[src/rtl/sem_pkg.sv]
package sem_pkg;

    typedef enum logic [1:0] {
        SEM_FREE  = 2'd0,
        SEM_LEFT  = 2'd1,
        SEM_RIGHT = 2'd2
    } sem_state_e;

    typedef enum logic [2:0] {
        TR_HOLD     = 3'd0,
        TR_GRANT_L  = 3'd1,
        TR_GRANT_R  = 3'd2,
        TR_PASS_L2R = 3'd3,
        TR_PASS_R2L = 3'd4,
        TR_DROP_L   = 3'd5,
        TR_DROP_R   = 3'd6
    } sem_trans_e;

endpackage

[src/rtl/sem_port_decode.sv]
module sem_port_decode #(
    parameter int NUM_SEM = 8,
    parameter int ADDR_W  = 14,
    parameter int DATA_W  = 16,
    localparam int IDX_W  = $clog2(NUM_SEM)
) (
    input  logic              sel,
    input  logic              wr,
    input  logic              oe,
    input  logic [ADDR_W-1:0] addr,
    input  logic [DATA_W-1:0] wdata,
    output logic [NUM_SEM-1:0] req,
    output logic [NUM_SEM-1:0] rel,
    output logic              rd,
    output logic [IDX_W-1:0]  idx
);

    logic is_wr;
    logic unused_bits;

    assign idx         = addr[IDX_W-1:0];
    assign is_wr       = sel && wr;
    assign rd          = sel && !wr && oe;
    assign unused_bits = ^{addr[ADDR_W-1:IDX_W], wdata[DATA_W-1:1]};

    // one-hot strobes per latch
    for (genvar i = 0; i < NUM_SEM; i++) begin : g_dec
        assign req[i] = is_wr && !wdata[0] && (idx == IDX_W'(i));
        assign rel[i] = is_wr &&  wdata[0] && (idx == IDX_W'(i));
    end

endmodule

[src/rtl/sem_latch.sv]
module sem_latch
    import sem_pkg::*;
(
    input  logic clk,
    input  logic rst_n,
    input  logic req_l,
    input  logic rel_l,
    input  logic req_r,
    input  logic rel_r,
    output logic own_l,
    output logic own_r,
    output logic pend_l,
    output logic pend_r
);

    sem_state_e state_q, state_d;
    sem_trans_e trans;
    logic       pl_q, pl_d;
    logic       pr_q, pr_d;

    // state register
    always_ff @(posedge clk or negedge rst_n) begin
        if (!rst_n) begin
            state_q <= SEM_FREE;
            pl_q    <= 1'b0;
            pr_q    <= 1'b0;
        end else begin
            state_q <= state_d;
            pl_q    <= pl_d;
            pr_q    <= pr_d;
        end
    end

    // transition selection
    always_comb begin
        trans = TR_HOLD;
        unique case (state_q)
            SEM_FREE: begin
                if (req_l)      trans = TR_GRANT_L;
                else if (req_r) trans = TR_GRANT_R;
            end
            SEM_LEFT: begin
                if (rel_l) trans = (pr_q || req_r) ? TR_PASS_L2R : TR_DROP_L;
            end
            SEM_RIGHT: begin
                if (rel_r) trans = (pl_q || req_l) ? TR_PASS_R2L : TR_DROP_R;
            end
            default: trans = TR_HOLD;
        endcase
    end

    // next state and pending flags
    always_comb begin
        state_d = state_q;
        pl_d    = pl_q;
        pr_d    = pr_q;
        unique case (trans)
            TR_GRANT_L: begin
                state_d = SEM_LEFT;
                pr_d    = req_r;
            end
            TR_GRANT_R:  state_d = SEM_RIGHT;
            TR_PASS_L2R: begin
                state_d = SEM_RIGHT;
                pr_d    = 1'b0;
            end
            TR_PASS_R2L: begin
                state_d = SEM_LEFT;
                pl_d    = 1'b0;
            end
            TR_DROP_L:   state_d = SEM_FREE;
            TR_DROP_R:   state_d = SEM_FREE;
            TR_HOLD: begin
                if (state_q == SEM_LEFT  && req_r) pr_d = 1'b1;
                if (state_q == SEM_RIGHT && req_l) pl_d = 1'b1;
            end
            default: state_d = state_q;
        endcase
    end

    // outputs
    always_comb begin
        own_l  = 1'b0;
        own_r  = 1'b0;
        unique case (state_q)
            SEM_LEFT:  own_l = 1'b1;
            SEM_RIGHT: own_r = 1'b1;
            default: begin
                own_l = 1'b0;
                own_r = 1'b0;
            end
        endcase
        pend_l = pl_q;
        pend_r = pr_q;
    end

endmodule

[src/rtl/sem_read_port.sv]
module sem_read_port #(
    parameter int NUM_SEM = 8,
    parameter int DATA_W  = 16,
    localparam int IDX_W  = $clog2(NUM_SEM)
) (
    input  logic               rd,
    input  logic [IDX_W-1:0]   idx,
    input  logic [NUM_SEM-1:0] own,
    output logic [DATA_W-1:0]  rdata
);

    always_comb begin
        if (rd && own[idx]) rdata = '0;
        else                rdata = '1;
    end

endmodule

[src/rtl/sem_bank.sv]
module sem_bank #(
    parameter int NUM_SEM = 8,
    parameter int ADDR_W  = 14,
    parameter int DATA_W  = 16
) (
    input  logic              clk,
    input  logic              rst_n,
    input  logic              l_sel,
    input  logic              l_wr,
    input  logic              l_oe,
    input  logic [ADDR_W-1:0] l_addr,
    input  logic [DATA_W-1:0] l_wdata,
    output logic [DATA_W-1:0] l_rdata,
    input  logic              r_sel,
    input  logic              r_wr,
    input  logic              r_oe,
    input  logic [ADDR_W-1:0] r_addr,
    input  logic [DATA_W-1:0] r_wdata,
    output logic [DATA_W-1:0] r_rdata
);

    localparam int IDX_W = $clog2(NUM_SEM);

    logic [NUM_SEM-1:0] req_l, rel_l, req_r, rel_r;
    logic [NUM_SEM-1:0] own_l, own_r, pend_l, pend_r;
    logic               rd_l, rd_r;
    logic [IDX_W-1:0]   idx_l, idx_r;

    sem_port_decode #(.NUM_SEM(NUM_SEM), .ADDR_W(ADDR_W), .DATA_W(DATA_W)) u_dec_l (
        .sel(l_sel), .wr(l_wr), .oe(l_oe), .addr(l_addr), .wdata(l_wdata),
        .req(req_l), .rel(rel_l), .rd(rd_l), .idx(idx_l)
    );

    sem_port_decode #(.NUM_SEM(NUM_SEM), .ADDR_W(ADDR_W), .DATA_W(DATA_W)) u_dec_r (
        .sel(r_sel), .wr(r_wr), .oe(r_oe), .addr(r_addr), .wdata(r_wdata),
        .req(req_r), .rel(rel_r), .rd(rd_r), .idx(idx_r)
    );

    for (genvar i = 0; i < NUM_SEM; i++) begin : g_sem
        sem_latch u_latch (
            .clk   (clk),
            .rst_n (rst_n),
            .req_l (req_l[i]),
            .rel_l (rel_l[i]),
            .req_r (req_r[i]),
            .rel_r (rel_r[i]),
            .own_l (own_l[i]),
            .own_r (own_r[i]),
            .pend_l(pend_l[i]),
            .pend_r(pend_r[i])
        );
    end

    sem_read_port #(.NUM_SEM(NUM_SEM), .DATA_W(DATA_W)) u_rd_l (
        .rd(rd_l), .idx(idx_l), .own(own_l), .rdata(l_rdata)
    );

    sem_read_port #(.NUM_SEM(NUM_SEM), .DATA_W(DATA_W)) u_rd_r (
        .rd(rd_r), .idx(idx_r), .own(own_r), .rdata(r_rdata)
    );

endmodule

[config.mk]
export PLATFORM = sky130hd
export DESIGN_NAME = sem_bank
export DESIGN_NICKNAME = d
export VERILOG_FILES = /design/src/rtl/sem_pkg.sv /design/src/rtl/sem_port_decode.sv /design/src/rtl/sem_latch.sv /design/src/rtl/sem_read_port.sv /design/src/rtl/sem_bank.sv
export SDC_FILE = /design/constraint.sdc
export NUM_CORES = 1
export LEC_CHECK = 0
export ABC_AREA = 1
export ABC_CLOCK_PERIOD_IN_PS = 3700
export CAP_MARGIN = 30
export CORE_ASPECT_RATIO = 0.8
export CORE_MARGIN = 1.5
export CORE_UTILIZATION = 45
export DETAILED_ROUTE_END_ITERATION = 7
export DONT_BUFFER_PORTS = 1
export SLEW_MARGIN = 20
export SYNTH_ARGS = -nofsm -noshare
export SYNTH_HDL_FRONTEND = slang
export SYNTH_SLANG_ARGS = --single-unit
[constraint.sdc]
create_clock -name clk -period 3.7 [get_ports clk]
set_input_delay 0.555 -clock clk [delete_from_list [all_inputs] [get_ports clk]]
set_output_delay 0.555 -clock clk [all_outputs]
set_load 0.01 [all_outputs]
==> results.cfg <==
[status]
status = finished clean

[logic_synthesis]
yosysWarnings = 0
synth_area_mm2 = 0.002863
synth-async-reset-ratio_pct = 100.0
synth_ff_type = dfrtp_1
synth_commonest_cells = nand2_1 (119), inv_1 (74), nor2_1 (64)
synth_seq_cells = 32
yosys.area.top_type = dfrtp_1
synthCells = 468
yosysSeqAreaShare_pct = 27.97
synth_edf_count = 0
synthesis.area_per_instance_um2 = 6.117
synthMostInstantiatedCell = nand2_1
syn_nets = 536
synth.area.top_cells = dfrtp_1 (28%), nand2_1 (16%), inv_1 (9.7%), nand3_1 (9.3%), nor2_1 (8.4%)
synth.distinct_cells = 30
yosysTopAreaCellShare_pct = 27.97

[floorplanning]
chipWidth_um = 92.18
die-area_mm2 = 0.006852
core_area_mm2 = 0.006037
start_util_pct = 47.42
rows = 25
ios = 100
die_y_um = 74.34

[worst_setup_path]
cp.arrival_ns = 1.78
required_ns = 3.14
critical_path_class = reg2out
crit_fanout = 16
end_kind = output pin
critPathLaunchType = register

[power]
seq_power_share_pct = 43.7
ir_drop_v = 0.0002368
clkPwrFrac_pct = 24.1
p_int_uw = 712.6
p_leak_nw = 1.545
pwr-share-comb_pct = 32.1
swShare_pct = 38.32
net-switching-power_uw = 442.7
powerDensity_mw_per_mm2 = 401.0

[sta]
rsz0062_at_grt = false
finalSetupViolCount = 0
tns_ns = 0
post-route-period-util_pct = 63.16
setup_ws_ns = 1.363
fmax_ghz = 0.4279
fin_worst_skew_ns = 0.009778
drv_slew = 0
finalCriticalPeriod_ns = 2.337
timing_worst_slew_pin_value_ns = 0.4489
slew_headroom_pct = 70.32
hold_violations = 0

[clocking]
tritoncts = built
post_cts_buffers = 0
cts_made_buffers = 5
ctsHoldBuffers = 1
ctsResizeCount = 0
clock_latency_ns = 0.28
cts_root_buf = clkbuf_8
cts_sinks = 32
htreeDepth = 2
clock_path_buffers = 2
path_clk_slew_ns = 0.07

[grt]
grt_use_total_pct = 21.07
grt_start_max_net_pins = 33
grt_pass1_wl_um = 11360
antenna_found_initial = 0
grt_pass1_vias = 2507
grt-ovfl-total = 0

[detailed_routing]
routedWlPerCell_um = 12.52
ant_nets = 0
vias_per_cell = 5.108
firstDrtPassIters = 5
num_vias = 2707
drt_iter0_markers = 191
post-route-drc-count = 0
totalWireLength_um = 6634

[final_layout]
fill_cells = 634
diodes = 0
syn2layout_area_growth_pct = 0.6555
layout-drive-gt1-share_pct = 8.463
finalInstanceArea_mm2 = 0.002882
num-nets-final = 516

[placed_design]
pre_cts_ws_ns = 1.461
dpl_cell_area_mm2 = 0.002771
place.gp.congestion = 0.8839
dp.final_hpwl_um = 5244
portBuffers = 0

[hold_path]
min-delay-path-class = in2async

[flow_run]
max_cap_violations = 0
[critical path, stage by stage, from the launching register on]
cell	delay [ns]
dfrtp_1	0.36
inv_1	0.06
nor2_1	0.25
inv_1	0.10
nand2_1	0.08
o2111ai_1	0.11
nand2_1	0.12
o2111ai_4	0.10
buf_4	0.31
[per-stage QoR]
| stage | power (mW) | std cells | hold WS [ns] | util, % |
|---|---|---|---|---|
| 2_1_floorplan | 0.8011 | 468 | 0.2594 | - |
| 3_3_place_gp | 0.8653 | 521 | 0.2604 | 45.91 |
| 3_5_place_dp | 0.8704 | 521 | 0.2603 | 45.91 |
| 4_1_cts | 1.165 | 530 | 0.09644 | 47.73 |
| 5_1_grt | 1.262 | 530 | 0.09946 | 47.73 |
| 6_report | 1.155 | 530 | 0.09514 | 47.73 |
[power by group through the flow]
stage / Combinational (mW) / Clock [mW] / Sequential [mW]
5_1_grt: 0.436 / 0.304 / 0.522
4_1_cts: 0.371 / 0.289 / 0.505
3_5_place_dp: 0.361 / 0 / 0.510
6_report: 0.371 / 0.279 / 0.505
3_3_place_gp: 0.354 / 0 / 0.511
2_1_floorplan: 0.308 / 0 / 0.493
[registers in the layout, indices dropped and copies added (netlist names)]
name and count:
g_sem.u_latch.pend_r 8, g_sem.u_latch.pend_l 8, g_sem.u_latch.state_q 16
[cell families after synthesis]
family                 share of synthesized area (%)
AOI/OAI and AO/OA                              9.878
buffers and inverters                          18.23
DFF                                            27.97
and+or+nand+nor                                43.92
[layout make-up]
class | count | area, um^2 | area share (%)
clock buffer | 8 | 90.09 | 3.126
multi-input combinational | 327 | 1558 | 54.06
sequential | 32 | 800.8 | 27.79
inverter | 79 | 296.5 | 10.29
tap | 81 | 101.3 | 3.517
timing repair buffer | 3 | 35.03 | 1.216
[worst paths after layout]
path | startpoint | end | slack [ns] | depth (start not counted)
max | g_sem[7].u_latch.state_q[0] | l_rdata[14] | 1.36 | 8
min reg2reg | g_sem[0].u_latch.pend_l | g_sem[0].u_latch.pend_l | 0.49 | 2
max reg2reg | g_sem[4].u_latch.state_q[1] | g_sem[4].u_latch.pend_l | 2.10 | 9
max in group asynchronous | rst_n | g_sem[6].u_latch.pend_r | 3.42 | 1
min in group clk | g_sem[0].u_latch.pend_l | g_sem[0].u_latch.pend_l | 0.49 | 2
min | rst_n | g_sem[1].u_latch.pend_r | 0.1 | 1
[layer usage]
layer | up-vias | GRT usage (%) | routed length (um)
met5 | - | 0 | 0
met3 | 6 | 3.988 | 426
met4 | 0 | 3.761 | 44
li1 | 1422 | - | -
met2 | 56 | 33.91 | 2818
met1 | 1223 | 30.04 | 3344
[layout by cell type, fill, tap and decap left out, drive strengths merged]
| cell type | count |
|---|---|
| o32ai | 1 |
| nor2 | 80 |
| o21a | 2 |
| inv | 79 |
| o211ai | 1 |
| nor3 | 6 |
| nand4 | 13 |
| a21oi | 6 |
| buf | 3 |
| or2 | 1 |
| a31oi | 2 |
| o22ai | 2 |
| o21ai | 21 |
| a21boi | 2 |
| a21o | 1 |
| nand3 | 56 |
| o21bai | 3 |
| clkbuf | 8 |
| dfrtp | 32 |
| nand3b | 4 |
| o2111ai | 4 |
| nand2 | 121 |
| o31ai | 1 |
(Power assumes the default switching activity.)
